### config.mk
export PLATFORM = sky130hd
export DESIGN_NAME = path_hist_reg
export DESIGN_NICKNAME = d
export VERILOG_FILES = /design/src/rtl/phr_pkg.sv /design/src/rtl/phr_footprint.sv /design/src/rtl/phr_shift_xor.sv /design/src/rtl/path_hist_reg.sv
export SDC_FILE = /design/constraint.sdc
export NUM_CORES = 1
export LEC_CHECK = 0
export ABC_CLOCK_PERIOD_IN_PS = 1800
export BUFFER_PORTS_ARGS = -buffer_cell sky130_fd_sc_hd__buf_2
export CORE_AREA = 2 2 313 315
export DETAILED_ROUTE_END_ITERATION = 10
export DIE_AREA = 0 0 315 317
export SKIP_LAST_GASP = 1
export SYNTH_ARGS = -nofsm -noshare
export SYNTH_HDL_FRONTEND = slang
export SYNTH_SLANG_ARGS = --single-unit
### constraint.sdc
create_clock -name clk -period 1.8 [get_ports clk]
set_input_delay 0.09 -clock clk [delete_from_list [all_inputs] [get_ports clk]]
set_output_delay 0.09 -clock clk [all_outputs]
set_load 0.005 [all_outputs]
### src/rtl/phr_pkg.sv
package phr_pkg;
  localparam int FP_W  = 16;
  localparam int BLO_W = 16;
  localparam int TLO_W = 6;
  // For each footprint bit: branch-address bit it takes, and target bit
  // folded in (or -1 when none).
  localparam int BR_SEL [FP_W] = '{3, 4, 5, 6, 7, 8, 9, 10,
                                   0, 1, 2, 11, 12, 13, 14, 15};
  localparam int TG_SEL [FP_W] = '{0, 1, -1, -1, -1, -1, -1, -1,
                                   2, 3, 4, 5, -1, -1, -1, -1};
endpackage

### src/rtl/phr_footprint.sv
module phr_footprint
  import phr_pkg::*;
(
  input  logic [BLO_W-1:0] br_lo,
  input  logic [TLO_W-1:0] tgt_lo,
  output logic [FP_W-1:0]  fp
);
  for (genvar i = 0; i < FP_W; i++) begin : g_bit
    if (TG_SEL[i] >= 0) begin : g_fold
      assign fp[i] = br_lo[BR_SEL[i]] ^ tgt_lo[TG_SEL[i]];
    end else begin : g_plain
      assign fp[i] = br_lo[BR_SEL[i]];
    end
  end
endmodule

### src/rtl/phr_shift_xor.sv
module phr_shift_xor
  import phr_pkg::*;
#(
  parameter int UNITS  = 194,
  parameter int UNIT_W = 2,
  localparam int HW    = UNITS * UNIT_W,
  localparam int FP_U  = FP_W / UNIT_W
) (
  input  logic [HW-UNIT_W-1:0] keep,   // old history minus its top unit
  input  logic [FP_W-1:0]      fp,
  output logic [HW-1:0]        nxt
);
  for (genvar u = 0; u < UNITS; u++) begin : g_unit
    if (u == 0) begin : g_low
      assign nxt[UNIT_W-1:0] = fp[UNIT_W-1:0];
    end else if (u < FP_U) begin : g_mix
      assign nxt[u*UNIT_W +: UNIT_W] =
        keep[(u-1)*UNIT_W +: UNIT_W] ^ fp[u*UNIT_W +: UNIT_W];
    end else begin : g_pass
      assign nxt[u*UNIT_W +: UNIT_W] = keep[(u-1)*UNIT_W +: UNIT_W];
    end
  end
endmodule

### src/rtl/path_hist_reg.sv
module path_hist_reg
  import phr_pkg::*;
#(
  parameter int UNITS  = 194,
  parameter int UNIT_W = 2,
  localparam int HW    = UNITS * UNIT_W
) (
  input  logic             clk,
  input  logic             rst,
  input  logic             upd_valid,
  output logic             upd_ready,
  input  logic             upd_taken,
  input  logic [BLO_W-1:0] upd_br_lo,
  input  logic [TLO_W-1:0] upd_tgt_lo,
  input  logic             rest_en,
  input  logic [HW-1:0]    rest_hist,
  output logic [HW-1:0]    hist
);
  logic [FP_W-1:0] fp;
  logic [HW-1:0]   nxt;
  logic            fire;

  phr_footprint u_fp (
    .br_lo  (upd_br_lo),
    .tgt_lo (upd_tgt_lo),
    .fp     (fp)
  );

  phr_shift_xor #(.UNITS(UNITS), .UNIT_W(UNIT_W)) u_sx (
    .keep (hist[HW-UNIT_W-1:0]),
    .fp   (fp),
    .nxt  (nxt)
  );

  assign upd_ready = ~rest_en;
  assign fire      = upd_valid & upd_ready & upd_taken;

  always_ff @(posedge clk) begin
    if (rst)          hist <= '0;
    else if (rest_en) hist <= rest_hist;
    else if (fire)    hist <= nxt;
  end

  // reset clears the history
  p_reset_clear_r8: assert property (@(posedge clk) rst |=> hist == '0);

  // restore loads the snapshot
  p_restore_load_r9: assert property (@(posedge clk) disable iff (rst)
    rest_en |=> hist == $past(rest_hist));

  // no accepted taken event means no change
  p_hold_r7: assert property (@(posedge clk) disable iff (rst)
    (!rest_en && !(upd_valid && upd_ready && upd_taken)) |=> $stable(hist));

  // bits above the footprint are a pure shift of the old history
  p_upper_shift_r2: assert property (@(posedge clk) disable iff (rst)
    (upd_valid && upd_ready && upd_taken)
      |=> hist[HW-1:FP_W] == $past(hist[HW-UNIT_W-1:FP_W-UNIT_W]));
endmodule

==> flow_summary.json, run 1 <==
{
  "timing_worst_setup_path_type": "flop to flop",
  "dp_cells": 4149,
  "largest_reg_flops": 388,
  "largestRegisters": "hist: 388 flops",
  "grt_max_degree": 64,
  "port_buffers": 803,
  "gp_congestion": 0.9052,
  "crit_arrival_ns": 2.19,
  "yosysSeqAreaShare": 0.4268,
  "vias": 21120,
  "wl_per_cell_um": 16.99,
  "post-dp-hpwl_um": 55400,
  "yosys_most_used_dff": "dfxtp_1",
  "drv_slew": 0,
  "totalWireLength_um": 79030,
  "ant_nets": 0,
  "worst_pin_slew_ns": 0.5015,
  "synthArstFlopShare": 0,
  "power_uw": 23270,
  "synth_area_leaders": "dfxtp_1 (43%), a311oi_2 (17%), nand2_1 (16%)",
  "fp.dieH_um": 317,
  "dpl_cell_area_um2": 23970,
  "yosysTopAreaCell": "dfxtp_1",
  "io_pins": 804,
  "grt_pass1_wl_um": 116200,
  "start_util": 0.1890,
  "skew_ns": 0.01199,
  "fp-row-count": 114,
  "clk_latency_ns": 0.59,
  "max_slew_margin": 0.6652,
  "finalSetupViolCount": 0,
  "p_per_area_nw_per_um2": 786.9,
  "drc": 0,
  "worst_path_max_delay_cell": "dlygate4sd3_1",
  "utilization": 0.3071,
  "synth_edf_count": 0,
  "cp-start-kind": "flop",
  "fp.dieArea_um2": 99860,
  "antenna_found_initial": 5,
  "path_clk_slew_ns": 0.06,
  "drive_gt1_frac": 0.3531,
  "grt_pass1_vias": 20460,
  "finalSetupTns_ns": 0,
  "layout_min_cycle_time_ns": 1.713,
  "htree_num_levels": 2,
  "cp_cell_sequence": "xor3_1 -> nand3_1 -> a31oi_1 -> dlygate4sd3_1",
  "tritoncts": "done",
  "leakage_uw": 0.01233,
  "synthesis.nets": 2589,
  "ir_drop_mv": 0.5790,
  "vias_per_cell": 4.541,
  "netlist.area_leader.share": 0.4268,
  "coreArea_um2": 96280,
  "post_cts_buffers": 0,
  "crit_required_ns": 2.28,
  "syn_avg_cell_area_um2": 8.370,
  "synth_cell_types": 20,
  "cts_buffers": 45,
  "area_growth_pct": 62.49,
  "yosys_register_bits": 388,
  "die_w_um": 315,
  "drt_pass1_iterations": 6,
  "outcome": "finished clean",
  "top_register": "hist",
  "period_share": 0.9516,
  "stdcell_count": 4651,
  "cts-root-buf": "clkbuf_16",
  "max-cap-violations": 0,
  "grtUsageTotal": 0.1456,
  "hp-class": "input pin to flop",
  "fin_nets": 3757,
  "syn_inst": 2174,
  "hold_violations": 0,
  "fmax_mhz": 583.8,
  "cp_max_fo": 3,
  "max_stage_delay_ns": 0.56,
  "end_kind": "flop",
  "overflow": 0,
  "fin_area_um2": 29570,
  "ys_warn_count": 0,
  "drt-initial-drc-count": 1627,
  "rsz0062_at_grt": "no",
  "synthesis.area_um2": 18200,
  "yosysMostFrequentCell": "nand2_1",
  "clkSinkCount": 388,
  "synthTopCellsByCount": "nand2_1 (760), dfxtp_1 (388), nor2_1 (372)",
  "clock_path_buffers": 3
}
[area by class of cell]
cell class	instances	area, um2
fillers	9929	66710
diodes	5	12.51
multi-input cells	1570	9353
clock buffers	67	1289
well taps	1276	1597
flip-flops and latches	388	7767
inverters	1	11.26
clock inverters	8	78.83
repair buffers	1336	9462
[critical path, delay by kind of cell, from the launching register on]
family          cells  cell delay (ns)
xor+xnor            1             0.47
buf+inv             1             0.56
compound gates      1             0.07
flops               1             0.40
simple gates        1             0.10
[worst paths after layout]
path                                 from  slack [ns]  depth (start not counted)         to
worst max-delay path              hist[9]        0.09                          4   hist[11]
worst min-delay path                  rst        0.05                          2  hist[150]
worst max register to register    hist[9]        0.09                          4   hist[11]
worst min register to register  hist[387]        0.49                          2  hist[387]
[what timing repair did]
item / in CTS / in global routing
hold buffers: 422 / 0
endpoints found under the hold margin: 388 / 0
resized for setup: 0 / 0
[per-stage QoR]
step | setup slack [ns] | hold slack, ns
2_1_floorplan | 0.6509 | 0.2346
3_3_place_gp | 0.3117 | 0.3470
3_5_place_dp | 0.2151 | 0.3513
4_1_cts | 0.08918 | 0.0001054
5_1_grt | 0.04538 | 0.02146
6_report | 0.08715 | 0.04883
[power breakdown]
| group | leakage [uW] | internal (uW) | switching, uW | total, uW |
|---|---|---|---|---|
| clock network | 0.000665 | 4960 | 3900 | 8860 |
| logic | 0.00843 | 2310 | 2220 | 4530 |
| registers | 0.00323 | 9240 | 647 | 9880 |
[cells by family (layout without fill, tap and decap cells)]
family	after synthesis	count (layout)	share of synthesized area
AND/OR/NAND/NOR	1142	1142	0.2364
AO/OA/AOI/OAI	412	412	0.2657
flip-flops	388	388	0.4268
buffers and inverters	216	1412	0.06009
XOR/XNOR	16	16	0.01100
other	0	5	0
[per-layer routing]
metal / track usage / part of all wire / vias up
met3: 0.03215 / 0.073 / 216
met2: 0.2461 / 0.47 / 948
li1: - / - / 9936
met5: 0 / 0.00029 / -
met4: 0.07045 / 0.046 / 4
met1: 0.1747 / 0.41 / 10020
[cells in the final DEF (no fill, tap or decap)]
cell,synthesis,routed
buf_2,49,802
nand2_1,760,760
dlygate4sd3_1,0,422
dfxtp_1,388,388
nor2_1,372,372
a311oi_2,212,212
a311oi_1,160,160
buf_4,6,81
clkbuf_16,0,45
buf_12,0,30
a21oi_1,24,24
clkbuf_1,119,14
xnor2_1,12,12
a211o_1,12,12
nand3_1,8,8
clkbuf_8,0,8
diode_2,0,5
xor3_1,4,4
a31oi_1,4,4
clkinv_2,0,3
inv_16,0,2
clkinvlp_4,0,2
inv_8,0,1
and2_4,0,1
nand2_8,0,1
inv_6,0,1
buf_8,1,1
Note: power is estimated with default switching activity, not from simulation.
==> inputs of run 2 (changes only) <==
--- a/config.mk
+++ b/config.mk
@@ -10,6 +10,7 @@
 export CORE_AREA = 2 2 313 315
 export DETAILED_ROUTE_END_ITERATION = 10
 export DIE_AREA = 0 0 315 317
+export HOLD_SLACK_MARGIN = 0.08
 export SKIP_LAST_GASP = 1
 export SYNTH_ARGS = -nofsm -noshare
 export SYNTH_HDL_FRONTEND = slang
==> flow_summary.json, run 2 (same netlist as run 1, synthesis figures left out) <==
{
  "hold_violations": 0,
  "start_util": 0.1890,
  "regToRegSetupSlack_ns": 0.06,
  "p_per_area_nw_per_um2": 781.1,
  "ant_nets": 0,
  "leakage_uw": 0.01248,
  "rsz0062_at_grt": "no",
  "crit_start": "hist[9]",
  "max_stage_delay_ns": 0.56,
  "vias_per_cell": 4.563,
  "r2r_end": "hist[11]",
  "die_w_um": 315,
  "final_cell_mix": "buf_2 (802), nand2_1 (760), dlygate4sd3_1 (457)",
  "p_clk_frac": 0.380,
  "coreArea_um2": 96280,
  "largest_reg_flops": 388,
  "hp-start": "rest_en",
  "cp.depth": 4,
  "hp-class": "input pin to flop",
  "fin_nets": 3792,
  "grt_pass1_wl_um": 117400,
  "layout_min_cycle_time_ns": 1.740,
  "top_register": "hist",
  "clkSinkCount": 388,
  "post-dp-hpwl_um": 55400,
  "hold_depth": 5,
  "cts_buffers": 45,
  "period_share": 0.9668,
  "drv_slew": 0,
  "io_pins": 804,
  "cp-start-kind": "flop",
  "tritoncts": "done",
  "dp_cells": 4149,
  "p_int_uw": 16560,
  "n_fill_cell": 9897,
  "timing_worst_setup_path_type": "flop to flop",
  "clk_latency_ns": 0.59,
  "reg2reg_depth": 4,
  "final_common_cell": "buf_2",
  "drc": 0,
  "cp_max_fo": 3,
  "grtUsageTotal": 0.1471,
  "grt_pass1_vias": 20670,
  "gp_congestion": 0.9052,
  "outcome": "finished clean",
  "fp.dieH_um": 317,
  "cts-root-buf": "clkbuf_16",
  "finalSetupViolCount": 0,
  "overflow": 0,
  "power_frac_comb": 0.197,
  "area_growth_pct": 64.40,
  "largestRegisters": "hist: 388 flops",
  "pwr-share-seq": 0.423,
  "ir_drop_mv": 0.5701,
  "antenna_found_initial": 5,
  "port_buffers": 803,
  "skew_ns": 0.006917,
  "endpoint": "hist[11]",
  "worst_path_max_delay_cell": "dlygate4sd3_1",
  "end_kind": "flop",
  "finalSetupTns_ns": 0,
  "fp.dieArea_um2": 99860,
  "fp-row-count": 114,
  "p_sw_uw": 6811,
  "swShare": 0.2915,
  "wl_per_cell_um": 17.06,
  "drive_gt1_frac": 0.3495,
  "max-cap-violations": 0,
  "drt-initial-drc-count": 1561,
  "crit_required_ns": 2.28,
  "htree_num_levels": 2,
  "vias": 21380,
  "grt_max_degree": 64,
  "fmax_mhz": 574.6,
  "post_cts_buffers": 0,
  "worst_pin_slew_ns": 0.5013,
  "totalWireLength_um": 79910,
  "reg2reg_from": "hist[9]",
  "path_clk_slew_ns": 0.06,
  "cp_cell_sequence": "xor3_1 -> nand3_1 -> a31oi_1 -> dlygate4sd3_1",
  "max_slew_margin": 0.6654,
  "crit_buf_inv": 1,
  "crit_arrival_ns": 2.22,
  "stdcell_count": 4685,
  "clock_path_buffers": 3,
  "drt_pass1_iterations": 7,
  "cp_top_family": "buffers and inverters"
}
==> run 2: layer usage <==
layer,global-route usage,wire length [um],up-vias
met5,0,42,-
met3,0.03235,5706,236
met1,0.1759,32560,10130
li1,-,-,10010
met4,0.07143,3804,6
met2,0.2494,37800,1001
==> run 2: what timing repair did <==
item,4_1_cts,5_1_grt
endpoints found under the hold margin,388,0
hold buffers,457,0
gates resized for setup,0,0
endpoints found under the setup margin,0,0
==> run 2: cell type report <==
cell class              instances  area, um2  share of cell area
inverters                       1      11.26           0.0003764
diodes                          4      10.01           0.0003346
multi-input cells            1570       9353              0.3126
well taps                    1276       1597             0.05336
clock inverters                 8      78.83            0.002635
flip-flops and latches        388       7767              0.2596
repair buffers               1371       9812              0.3280
clock buffers                  67       1289             0.04308
==> run 2: worst reg2reg max path, stage by stage, from the launching register on <==
cell,delay (ns)
dfxtp_1,0.41
xor3_1,0.48
nand3_1,0.10
a31oi_1,0.07
dlygate4sd3_1,0.56
==> run 2: how the worst min path moves through the flow <==
stage	to	slack [ns]
CTS	hist[24]	0.09
finish	hist[24]	0.15
global route	hist[26]	0.12
global placement	hist[15]	0.35
detailed placement	hist[15]	0.35
floorplan	hist[0]	0.23
==> run 2: power groups by stage <==
stage | logic (uW) | clock network, uW | registers [uW]
5_1_grt | 4980 | 9390 | 9950
3_5_place_dp | 3750 | 0 | 10000
3_3_place_gp | 3710 | 0 | 10100
4_1_cts | 4560 | 9070 | 9870
6_report | 4610 | 8870 | 9880
2_1_floorplan | 1910 | 0 | 9890
==> run 2: metrics by stage <==
stage / hold WS (ns) / power, uW / worst slack, ns / utilization / instance area, um2
2_1_floorplan: 0.2346 / 11800 / 0.6509 / - / 18200
3_3_place_gp: 0.3470 / 13780 / 0.3117 / 0.2489 / 23970
3_5_place_dp: 0.3513 / 13790 / 0.2151 / 0.2489 / 23970
4_1_cts: 0.08511 / 23510 / 0.08918 / 0.3106 / 29910
5_1_grt: 0.1228 / 24310 / 0.01779 / 0.3107 / 29910
6_report: 0.1467 / 23370 / 0.05974 / 0.3107 / 29920
==> inputs of run 3 (changes only) <==
--- a/config.mk
+++ b/config.mk
@@ -5,12 +5,14 @@
 export SDC_FILE = /design/constraint.sdc
 export NUM_CORES = 1
 export LEC_CHECK = 0
-export ABC_CLOCK_PERIOD_IN_PS = 1800
+export ABC_CLOCK_PERIOD_IN_PS = 1820
 export BUFFER_PORTS_ARGS = -buffer_cell sky130_fd_sc_hd__buf_2
-export CORE_AREA = 2 2 313 315
+export CORE_AREA = 2 2 316 318
+export CTS_BUF_LIST = sky130_fd_sc_hd__clkbuf_8 sky130_fd_sc_hd__clkbuf_16
 export DETAILED_ROUTE_END_ITERATION = 10
-export DIE_AREA = 0 0 315 317
+export DIE_AREA = 0 0 318 320
 export HOLD_SLACK_MARGIN = 0.08
+export RECOVER_POWER = 100
 export SKIP_LAST_GASP = 1
 export SYNTH_ARGS = -nofsm -noshare
 export SYNTH_HDL_FRONTEND = slang
==> constraint.sdc (replaced) <==
create_clock -name clk -period 1.82 [get_ports clk]
set_input_delay 0.091 -clock clk [delete_from_list [all_inputs] [get_ports clk]]
set_output_delay 0.091 -clock clk [all_outputs]
set_load 0.005 [all_outputs]
==> flow_summary.json, run 3 (same netlist as run 1, synthesis figures left out) <==
{
  "fp-row-count": 115,
  "grtUsageTotal": 0.1518,
  "regToRegSetupSlack_ns": 0.09,
  "vias_per_cell": 4.580,
  "cts_buffers": 45,
  "p_per_area_nw_per_um2": 808.2,
  "gp_congestion": 0.8835,
  "layout_min_cycle_time_ns": 1.745,
  "area_growth_pct": 60.35,
  "cp_max_fo": 42,
  "drive_gt1_frac": 0.2313,
  "rsz0062_at_grt": "no",
  "coreArea_um2": 97990,
  "worst_slack_ns": 0.07458,
  "die_w_um": 318,
  "fin_nets": 3833,
  "leakage_uw": 0.01162,
  "diodes": 0,
  "final_cell_mix": "nand2_1 (760), buf_2 (531), dlygate4sd3_1 (492)",
  "cp.depth": 7,
  "max_slew_margin": 0.2453,
  "grt_max_degree": 114,
  "post-place-ws_ns": 0.2835,
  "finalSetupViolCount": 0,
  "vias": 21720,
  "crit_required_ns": 2.36,
  "drv_slew": 0,
  "drt_pass1_iterations": 7,
  "worst_path_max_delay_cell": "dlygate4sd3_1",
  "hp-class": "input pin to flop",
  "fp.dieArea_um2": 101800,
  "dpl_cell_area_um2": 23970,
  "ant_nets": 0,
  "overflow": 0,
  "reg2reg_from": "hist[6]",
  "start_util": 0.1857,
  "clock_path_buffers": 3,
  "fin_area_um2": 29180,
  "crit_arrival_ns": 2.28,
  "drt-initial-drc-count": 1631,
  "finalSetupTns_ns": 0,
  "antenna_found_initial": 1,
  "period_share": 0.9590,
  "cp_top_family": "buffers and inverters",
  "drc": 0,
  "htree_num_levels": 2,
  "hold_violations": 0,
  "grt_pass1_vias": 21580,
  "endpoint": "hist[138]",
  "max-cap-violations": 0,
  "r2r_end": "hist[8]",
  "crit_buf_inv": 4,
  "clkSinkCount": 388,
  "tritoncts": "done",
  "crit_start": "upd_taken",
  "final_common_cell": "nand2_1",
  "end_kind": "flop",
  "grt_pass1_wl_um": 124400,
  "largestRegisters": "hist: 388 flops",
  "cp-start-kind": "input pin",
  "worst_pin_slew_ns": 1.132,
  "fmax_mhz": 572.9,
  "timing_worst_setup_path_type": "input pin to flop",
  "reg2reg_depth": 4,
  "max_stage_delay_ns": 0.60,
  "cts-root-buf": "clkbuf_16",
  "totalWireLength_um": 81360,
  "top_register": "hist",
  "skew_ns": 0.02125,
  "ir_drop_mv": 0.6779,
  "io_pins": 804,
  "fp.dieH_um": 320,
  "clk_latency_ns": 0.60,
  "port_buffers": 803,
  "largest_reg_flops": 388,
  "path_clk_slew_ns": 0.06,
  "cp_cell_sequence": "buf_2 -> and2_4 -> buf_12 -> clkbuf_1 -> nand2_1 -> a311oi_1 -> dlygate4sd3_1",
  "wl_per_cell_um": 17.16,
  "post-dp-hpwl_um": 55580,
  "outcome": "finished clean"
}
[run 3: cell types whose count changed in the layout (fill, tap and decap cells not counted), moves of 5 or more]
cell and change:
a311oi_1 +125, buf_2 -271, inv_1 +10, clkbuf_2 +6, clkinv_2 +6, buf_12 -9, dlygate4sd3_1 +35, clkbuf_1 +270
buf_4 -5, a311oi_2 -125
[run 3: how the worst min path moves through the flow]
stage	end	cells past startpoint	from
5_1_grt	hist[312]	4	upd_valid
4_1_cts	hist[327]	4	upd_valid
2_1_floorplan	hist[0]	2	rest_hist[0]
3_5_place_dp	hist[12]	3	rest_hist[12]
6_report	hist[312]	4	upd_valid
3_3_place_gp	hist[7]	3	rest_hist[7]
[run 3: repair_timing]
action | CTS | global route
setup buffers | 0 | 0
gates resized for setup | 0 | 0
endpoints found under the hold margin | 388 | 0
hold buffers | 492 | 0
[run 3: stage by stage]
stage	power [uW]	util	hold slack, ns	std cells
after floorplan	11670	-	0.2356	2174
after global placement	13600	0.2447	0.3451	4166
after detailed placement	13630	0.2447	0.3494	4166
after CTS	24110	0.3105	0.08715	4741
after global routing	24610	0.2978	0.1019	4741
final	23580	0.2978	0.1035	4741
[run 3: layout make-up]
class,instances,area (um2)
repair buffers,1412,9692
clock buffers,57,1303
multi-input cells,1570,8571
clock inverters,26,225.2
fillers,10360,68810
flip-flops and latches,388,7767
well taps,1287,1610
inverters,1,11.26
[run 3: per-layer routing]
metal | share of wire | vias up | global-route usage
met5 | 0 | - | 0
met4 | 0.053 | 0 | 0.07619
met3 | 0.073 | 270 | 0.03337
met2 | 0.47 | 1087 | 0.2533
met1 | 0.41 | 10270 | 0.1836
li1 | - | 10090 | -
[run 3: worst min-delay path, delay by kind of cell]
kind	cells	cell delay [ns]
buffers and inverters	1	0.16
and+or+nand+nor	2	0.28
AOI/OAI and AO/OA	1	0.08
[run 3: power breakdown]
group | switching [uW] | leakage (uW) | internal, uW
Clock | 4010 | 0.000798 | 5490
Combinational | 2140 | 0.00759 | 2170
Sequential | 641 | 0.00323 | 9130
Total | 6790 | 0.0116 | 16800
